<file path="config.mk">
export PLATFORM = sky130hd
export DESIGN_NAME = gpio_pin_bank
export DESIGN_NICKNAME = d
export VERILOG_FILES = /design/src/rtl/gpio_bank_pkg.sv /design/src/rtl/gpio_in_filter.sv /design/src/rtl/gpio_irq_unit.sv /design/src/rtl/gpio_pin_bank.sv
export SDC_FILE = /design/constraint.sdc
export NUM_CORES = 1
export LEC_CHECK = 0
export ABC_AREA = 1
export BUFFER_PORTS_ARGS = -buffer_cell sky130_fd_sc_hd__buf_2
export CAP_MARGIN = 10
export CELL_PAD_IN_SITES_DETAIL_PLACEMENT = 0
export CELL_PAD_IN_SITES_GLOBAL_PLACEMENT = 1
export CORE_UTILIZATION = 43
export CTS_BUF_LIST = sky130_fd_sc_hd__clkbuf_2 sky130_fd_sc_hd__clkbuf_4 sky130_fd_sc_hd__clkbuf_8
export DETAILED_ROUTE_END_ITERATION = 8
export PLACE_DENSITY_LB_ADDON = 0.1
export SETUP_SLACK_MARGIN = 0.05
export SLEW_MARGIN = 25
export SYNTH_ARGS = -nofsm -noshare
export SYNTH_HDL_FRONTEND = slang
export SYNTH_SLANG_ARGS = --single-unit
</file>
<file path="constraint.sdc">
create_clock -name clk_i -period 1.2 [get_ports clk_i]
set_input_delay 0.24 -clock clk_i [delete_from_list [all_inputs] [get_ports clk_i]]
set_output_delay 0.24 -clock clk_i [all_outputs]
set_load 0.02 [all_outputs]
</file>
<file path="src/rtl/gpio_bank_pkg.sv">
package gpio_bank_pkg;

  localparam int CFG_W     = 10;
  localparam int BIT_STS   = 12;
  localparam int BIT_IN    = 13;
  localparam int CTRL_BASE = 'h180;
  localparam int PACK_BASE = 'h100;

  // field order matches the bit layout 9..0 of the control word
  typedef struct packed {
    logic       mask;
    logic [1:0] deb;
    logic       keep;
    logic [2:0] kind;
    logic       ien;
    logic       dir;
    logic       out;
  } pin_cfg_t;

endpackage

</file>
<file path="src/rtl/gpio_in_filter.sv">
module gpio_in_filter #(
  parameter int SYNC_STAGES = 2,
  parameter int DEB_W       = 2
) (
  input  logic             clk_i,
  input  logic             rst_ni,
  input  logic             pad_i,
  input  logic             hold_i,
  input  logic [DEB_W-1:0] deb_i,
  output logic             lvl_o
);

  localparam int CNT_W = (1 << DEB_W) - 1;

  logic [SYNC_STAGES-1:0] sync_q;
  logic                   smp;
  logic [CNT_W-1:0]       cnt_q;
  logic [CNT_W-1:0]       limit;
  logic                   lvl_q;

  always_ff @(posedge clk_i or negedge rst_ni) begin
    if (!rst_ni) sync_q <= '0;
    else         sync_q <= {sync_q[SYNC_STAGES-2:0], pad_i};
  end

  assign smp = sync_q[SYNC_STAGES-1];

  // samples needed = 2**code, so counter limit = 2**code - 1
  always_comb limit = CNT_W'((32'd1 << deb_i) - 32'd1);

  always_ff @(posedge clk_i or negedge rst_ni) begin
    if (!rst_ni) begin
      cnt_q <= '0;
      lvl_q <= 1'b0;
    end else if (hold_i || (smp == lvl_q)) begin
      cnt_q <= '0;
    end else if (cnt_q == limit) begin
      cnt_q <= '0;
      lvl_q <= smp;
    end else begin
      cnt_q <= cnt_q + 1'b1;
    end
  end

  assign lvl_o = lvl_q;

endmodule

</file>
<file path="src/rtl/gpio_irq_unit.sv">
module gpio_irq_unit (
  input  logic       clk_i,
  input  logic       rst_ni,
  input  logic       lvl_i,
  input  logic       hold_i,
  input  logic       en_i,
  input  logic [2:0] kind_i,
  input  logic       clr_i,
  output logic       evt_o,
  output logic       sts_o
);

  logic prev_q, sts_q, rise, fall, hit;

  always_ff @(posedge clk_i or negedge rst_ni) begin
    if (!rst_ni) prev_q <= 1'b0;
    else         prev_q <= lvl_i;
  end

  assign rise = lvl_i & ~prev_q;
  assign fall = ~lvl_i & prev_q;

  always_comb begin
    if (kind_i[0])      hit = (lvl_i == kind_i[1]);
    else if (kind_i[2]) hit = rise | fall;
    else if (kind_i[1]) hit = rise;
    else                hit = fall;
  end

  assign evt_o = en_i & ~hold_i & hit;

  // a new event wins over a same-cycle clear
  always_ff @(posedge clk_i or negedge rst_ni) begin
    if (!rst_ni) sts_q <= 1'b0;
    else         sts_q <= (sts_q & ~clr_i) | evt_o;
  end

  assign sts_o = sts_q;

endmodule

</file>
<file path="src/rtl/gpio_pin_bank.sv">
module gpio_pin_bank
  import gpio_bank_pkg::*;
#(
  parameter int NUM_PINS    = 32,
  parameter int ADDR_W      = 12,
  parameter int SYNC_STAGES = 2
) (
  input  logic                clk_i,
  input  logic                rst_ni,
  input  logic                req_i,
  input  logic                we_i,
  input  logic [ADDR_W-1:0]   addr_i,
  input  logic [31:0]         wdata_i,
  output logic [31:0]         rdata_o,
  input  logic [NUM_PINS-1:0] pad_in_i,
  output logic [NUM_PINS-1:0] pad_out_o,
  output logic [NUM_PINS-1:0] pad_oe_o,
  output logic                irq_o
);

  localparam int WA_W       = ADDR_W - 2;
  localparam int PACK_WORDS = (NUM_PINS + 31) / 32;
  localparam int CTRL_W0    = CTRL_BASE / 4;
  localparam int PACK_W0    = PACK_BASE / 4;

  logic [WA_W-1:0]            wa;
  logic                       acc;
  pin_cfg_t                   cfg_q [NUM_PINS];
  logic [NUM_PINS-1:0]        hit_ctrl, clr, sts_q, evt_w, hold_w, lvl_w, ien_w;
  logic [PACK_WORDS-1:0]      hit_pack;
  logic [PACK_WORDS*32-1:0]   sts_ext;
  logic [31:0]                rd_next, rdata_q;

  assign wa  = addr_i[ADDR_W-1:2];
  assign acc = req_i && (addr_i[1:0] == 2'b00);

  for (genvar w = 0; w < PACK_WORDS; w++) begin : g_pack
    assign hit_pack[w] = acc && (wa == WA_W'(PACK_W0 + w));
  end

  for (genvar p = 0; p < NUM_PINS; p++) begin : g_pin
    assign hit_ctrl[p] = acc && (wa == WA_W'(CTRL_W0 + p));

    always_ff @(posedge clk_i or negedge rst_ni) begin
      if (!rst_ni)                  cfg_q[p] <= '0;
      else if (we_i && hit_ctrl[p]) cfg_q[p] <= pin_cfg_t'(wdata_i[CFG_W-1:0]);
    end

    assign clr[p] = we_i & ((hit_ctrl[p] & wdata_i[BIT_STS]) |
                            (hit_pack[p/32] & wdata_i[p%32]));

    assign hold_w[p]    = cfg_q[p].mask;
    assign ien_w[p]     = cfg_q[p].ien;
    assign pad_out_o[p] = cfg_q[p].out;
    assign pad_oe_o[p]  = cfg_q[p].dir;

    gpio_in_filter #(
      .SYNC_STAGES(SYNC_STAGES),
      .DEB_W      (2)
    ) u_filt (
      .clk_i (clk_i),
      .rst_ni(rst_ni),
      .pad_i (pad_in_i[p]),
      .hold_i(hold_w[p]),
      .deb_i (cfg_q[p].deb),
      .lvl_o (lvl_w[p])
    );

    gpio_irq_unit u_irq (
      .clk_i (clk_i),
      .rst_ni(rst_ni),
      .lvl_i (lvl_w[p]),
      .hold_i(hold_w[p]),
      .en_i  (ien_w[p]),
      .kind_i(cfg_q[p].kind),
      .clr_i (clr[p]),
      .evt_o (evt_w[p]),
      .sts_o (sts_q[p])
    );
  end

  always_comb begin
    sts_ext = '0;
    sts_ext[NUM_PINS-1:0] = sts_q;
  end

  always_comb begin
    rd_next = '0;
    for (int p = 0; p < NUM_PINS; p++) begin
      if (hit_ctrl[p]) rd_next = rd_next | {18'b0, lvl_w[p], sts_q[p], 2'b00, cfg_q[p]};
    end
    for (int w = 0; w < PACK_WORDS; w++) begin
      if (hit_pack[w]) rd_next = rd_next | sts_ext[w*32 +: 32];
    end
  end

  always_ff @(posedge clk_i or negedge rst_ni) begin
    if (!rst_ni)           rdata_q <= '0;
    else if (acc && !we_i) rdata_q <= rd_next;
    else if (req_i && !we_i) rdata_q <= '0;
  end

  assign rdata_o = rdata_q;
  assign irq_o   = |(sts_q & ien_w);

endmodule

</file>
==> impl_summary.md <==
Run status
The flow ran to the end, but the final reports show violations. The checks that failed: negative setup slack.

Synth
The area of the mapped netlist is 30,460 µm². The share of the Yosys chip area taken by registers is approximately half. The instance count of the mapped netlist is ~3,700.

Synthesis produced a netlist with a net count of 3,908. The number of register bits inferred by synthesis is between 600 and 700. The average instance in the mapped netlist occupies 8.162 µm². For this run, the number of Yosys warnings is 0. In this run, distinct cell masters in the synthesized netlist total 40.

Layout
At the end of the flow, the number of nets in the layout was approximately 5,000. The final design area excluding fillers is about 48,000 µm². The layout filler cell count is 5,605. The most frequent standard cell in the layout excluding fill and tap cells is sky130_fd_sc_hd__nand2_1. In the final layout, the share of cells above drive strength 1 is 43.35%. The library cells used most frequently in the layout, excluding fill and tap cells, are sky130_fd_sc_hd__nand2_1, sky130_fd_sc_hd__buf_4, sky130_fd_sc_hd__dfrtp_1.

Excluding fillers, the count of instances in the completed layout stands at slightly below 6,000. The area growth from synthesis to layout is 58.11%.

Die
The die area is approximately 72,000 µm². The area of the placeable core is 70,030 µm². The floorplan row count is 97. The initial core utilization is a little over two fifths. In this run the vertical extent of the chip is roughly 270 µm. approximately 180 I/O pins were placed. Measured along the x axis, the die boundary spans roughly 270 µm.

Place
OpenSTA, run right after detailed placement, puts the worst setup slack at -1168 ps. The global placement routability congestion is about 1.0. Buffers placed on the I/O ports in this run total about 180.

The instance area at placement is roughly 38,000 µm². Including well taps, the total number of placed cells is between 5,000 and 6,000. Once detailed placement completed, the half-perimeter wirelength came to 99,080 µm.

Route
The count of nets left with antenna violations once routing finished came out at 0. The routed wire length is 138,800 µm. After detailed routing, the average wire length per cell comes to approximately 24 µm. After the first detailed-routing iteration, the DRC count stood at about 3,200. The detailed-router iteration count before antenna repair is 6. The routed layout has 32,060 vias. The DRC violation count after routing is 0. After detailed routing, the number of vias per cell comes to 5.456.

STA
The part of the cycle the worst path needs is 219.8%. For the final database, setup skew stands at 55.48 ps. Measured against its own limit, the worst slew margin works out to between 40% and 50%. The number of setup violations in the final report is between 200 and 300. Setup repair after global routing could not meet its margin everywhere. At the pin with the least slew margin, the transition time is around 800 ps. The setup TNS is -53,410 ps. The minimum clock period after layout is ~2600 ps.

The highest achievable clock rate is roughly 0.38 GHz. The number of failing hold endpoints at the final stage is 0. The number of max-slew violations in the final report was 0. The least setup slack across all paths after layout is -1437 ps.

Setup path
The worst setup path is launched from a flop. Along the worst path, the maximum fanout reaches 2. The required time of the critical path is ~960 ps.

The class of the most critical setup path is reg -> out. The arrival time reported for the critical path endpoint is 2400 ps. The number of cells on the worst reg-to-reg path is 10. The kind of capture point of the worst setup path is an output pin.

Clocking
The clock buffer count from CTS is 109. The clock sink count is about 610. Clock latency on the worst-skew pair, taken at its later pin, is around 760 ps. In this run the number of H-tree levels came out at 3. The clock transition at the register clock pins on the worst setup and hold paths after CTS is roughly 60 ps. The number of buffers on the longest clock path is 3. The root buffer cell is sky130_fd_sc_hd__clkbuf_8.

The CTS tree is yes.

Global route
Global routing used roughly 37% of the available tracks across all layers. The largest net degree at the start of global routing is 78. The residual overflow from global routing is 0. The via count of the first global-routing pass is 30,520. The first global-routing pass estimated between 150,000 and 200,000 µm of wire. The number of antenna violations at the first check in global routing is 3.

Power and ir drop
The cell leakage power is approximately 23 nW. The design draws 46.57 mW. VDD sags by at most ~1.1 mV. The ratio of total power to cell area is 966.9 nW/µm².

Run
Max-cap violations in this run came to 0.

Min path
Along the worst hold path, the cell count comes to 5. The worst hold path class is in -> reg.
-- cells in the mapped netlist (all sizes together) --
library cell	count	share of area, %
nand3	396	6.6
mux2i	2	0.066
dfrtp	608	50
xnor2	37	1.1
a221oi	6	0.17
nor3	29	0.48
clkbuf	90	1.1
a31oi	2	0.041
o2111ai	9	0.26
o22ai	30	0.62
buf	156	3.4
clkinv	1	0.016
o31ai	32	0.79
a211oi	1	0.025
nor2	439	5.9
o211ai	2	0.049
ha	96	3.9
a21oi	91	1.5
o21ai	426	7.0
a22o	4	0.12
nand4	58	1.2
inv	317	3.9
nor4	2	0.062
o221ai	30	0.86
nand2	857	11
nor3b	2	0.049
xor2	9	0.26
-- cell type report --
type | count | area, µm² | share of cell area [%]
tap | 940 | 1176 | 2.442
multi-input combinational | 2563 | 15930 | 33.07
clock buffer | 176 | 2160 | 4.484
sequential | 608 | 15330 | 31.83
antenna | 2 | 5.005 | 0.01039
inverter | 318 | 1224 | 2.541
timing repair buffer | 1251 | 12110 | 25.14
clock inverter | 18 | 235.2 | 0.4884
-- through the flow --
step,hold slack (ps),utilization [%]
after floorplan,-55.59,-
after global placement,112.5,54.07
after detailed placement,110.8,54.07
after CTS,5.352,64.32
after global routing,45.33,68.77
final,47.01,68.77
-- report_power, final --
group	switching (mW)	internal, mW	total [mW]
sequential	0.333	20.8	21.2
clock	9.26	12.3	21.5
combinational	2.23	1.67	3.89
total	11.8	34.7	46.6
-- state kept, by name (all words and copies together), names as in the netlist --
signal               count
g_pin.u_irq.sts_o       32
pad_out_o               32
g_pin.u_filt.lvl_o      32
g_pin.u_irq.prev_q      32
cfg_q                  256
rdata_o                 32
g_pin.u_filt.cnt_q      96
pad_oe_o                32
g_pin.u_filt.sync_q     64
-- metal layers --
metal | part of all wire (%) | global-route usage, % | up-vias
li1 | - | - | 14540
met1 | 41 | 49.46 | 15790
met2 | 46 | 59.39 | 1378
met3 | 7.4 | 5.975 | 349
met4 | 4.9 | 15.74 | 0
met5 | 0 | 0 | -
-- critical path, stage by stage, from the launching register on --
cell,delay [ps]
sky130_fd_sc_hd__dfrtp_1,370
sky130_fd_sc_hd__inv_1,110
sky130_fd_sc_hd__o22ai_1,210
sky130_fd_sc_hd__a221oi_2,280
sky130_fd_sc_hd__nand2_1,160
sky130_fd_sc_hd__nor2_4,140
sky130_fd_sc_hd__nand4_1,100
sky130_fd_sc_hd__buf_4,180
sky130_fd_sc_hd__buf_6,120
-- kinds of logic (layout without fill, tap and decap cells) --
logic type / after synthesis / count (layout) / share of synthesized area, %
and+or+nand+nor: 1783 / 1786 / 24.90
other: 0 / 2 / 0
muxes: 2 / 2 / 0.06572
buffers and inverters: 564 / 1763 / 8.400
adders and majority gates: 96 / 96 / 3.943
AOI/OAI and AO/OA: 633 / 633 / 11.42
xor gates and xnor gates: 46 / 46 / 1.323
DFF: 608 / 608 / 49.95
-- worst paths after layout --
kind | end | slack [ps] | start
setup reg to reg | rdata_o[13] | -250 | g_pin[13].u_irq.sts_o
max in group asynchronous | cfg_q[119] | -160 | rst_ni
setup / recovery | irq_o | -1440 | cfg_q[162]
hold / removal | rdata_o[10] | 50 | addr_i[6]
min in group asynchronous | cfg_q[126] | 100 | rst_ni
hold reg to reg | g_pin[29].u_filt.sync_q[1] | 330 | g_pin[29].u_filt.sync_q[0]
-- what timing repair did --
action	in CTS	in global routing
endpoints found under the setup margin	306	490
setup buffers	167	121
resized for setup	840	511
cloned	1	23
endpoints found under the hold margin	724	14
hold buffers	69	1
pin swaps	281	326
No activity file was read; power rests on OpenSTA's default activity.
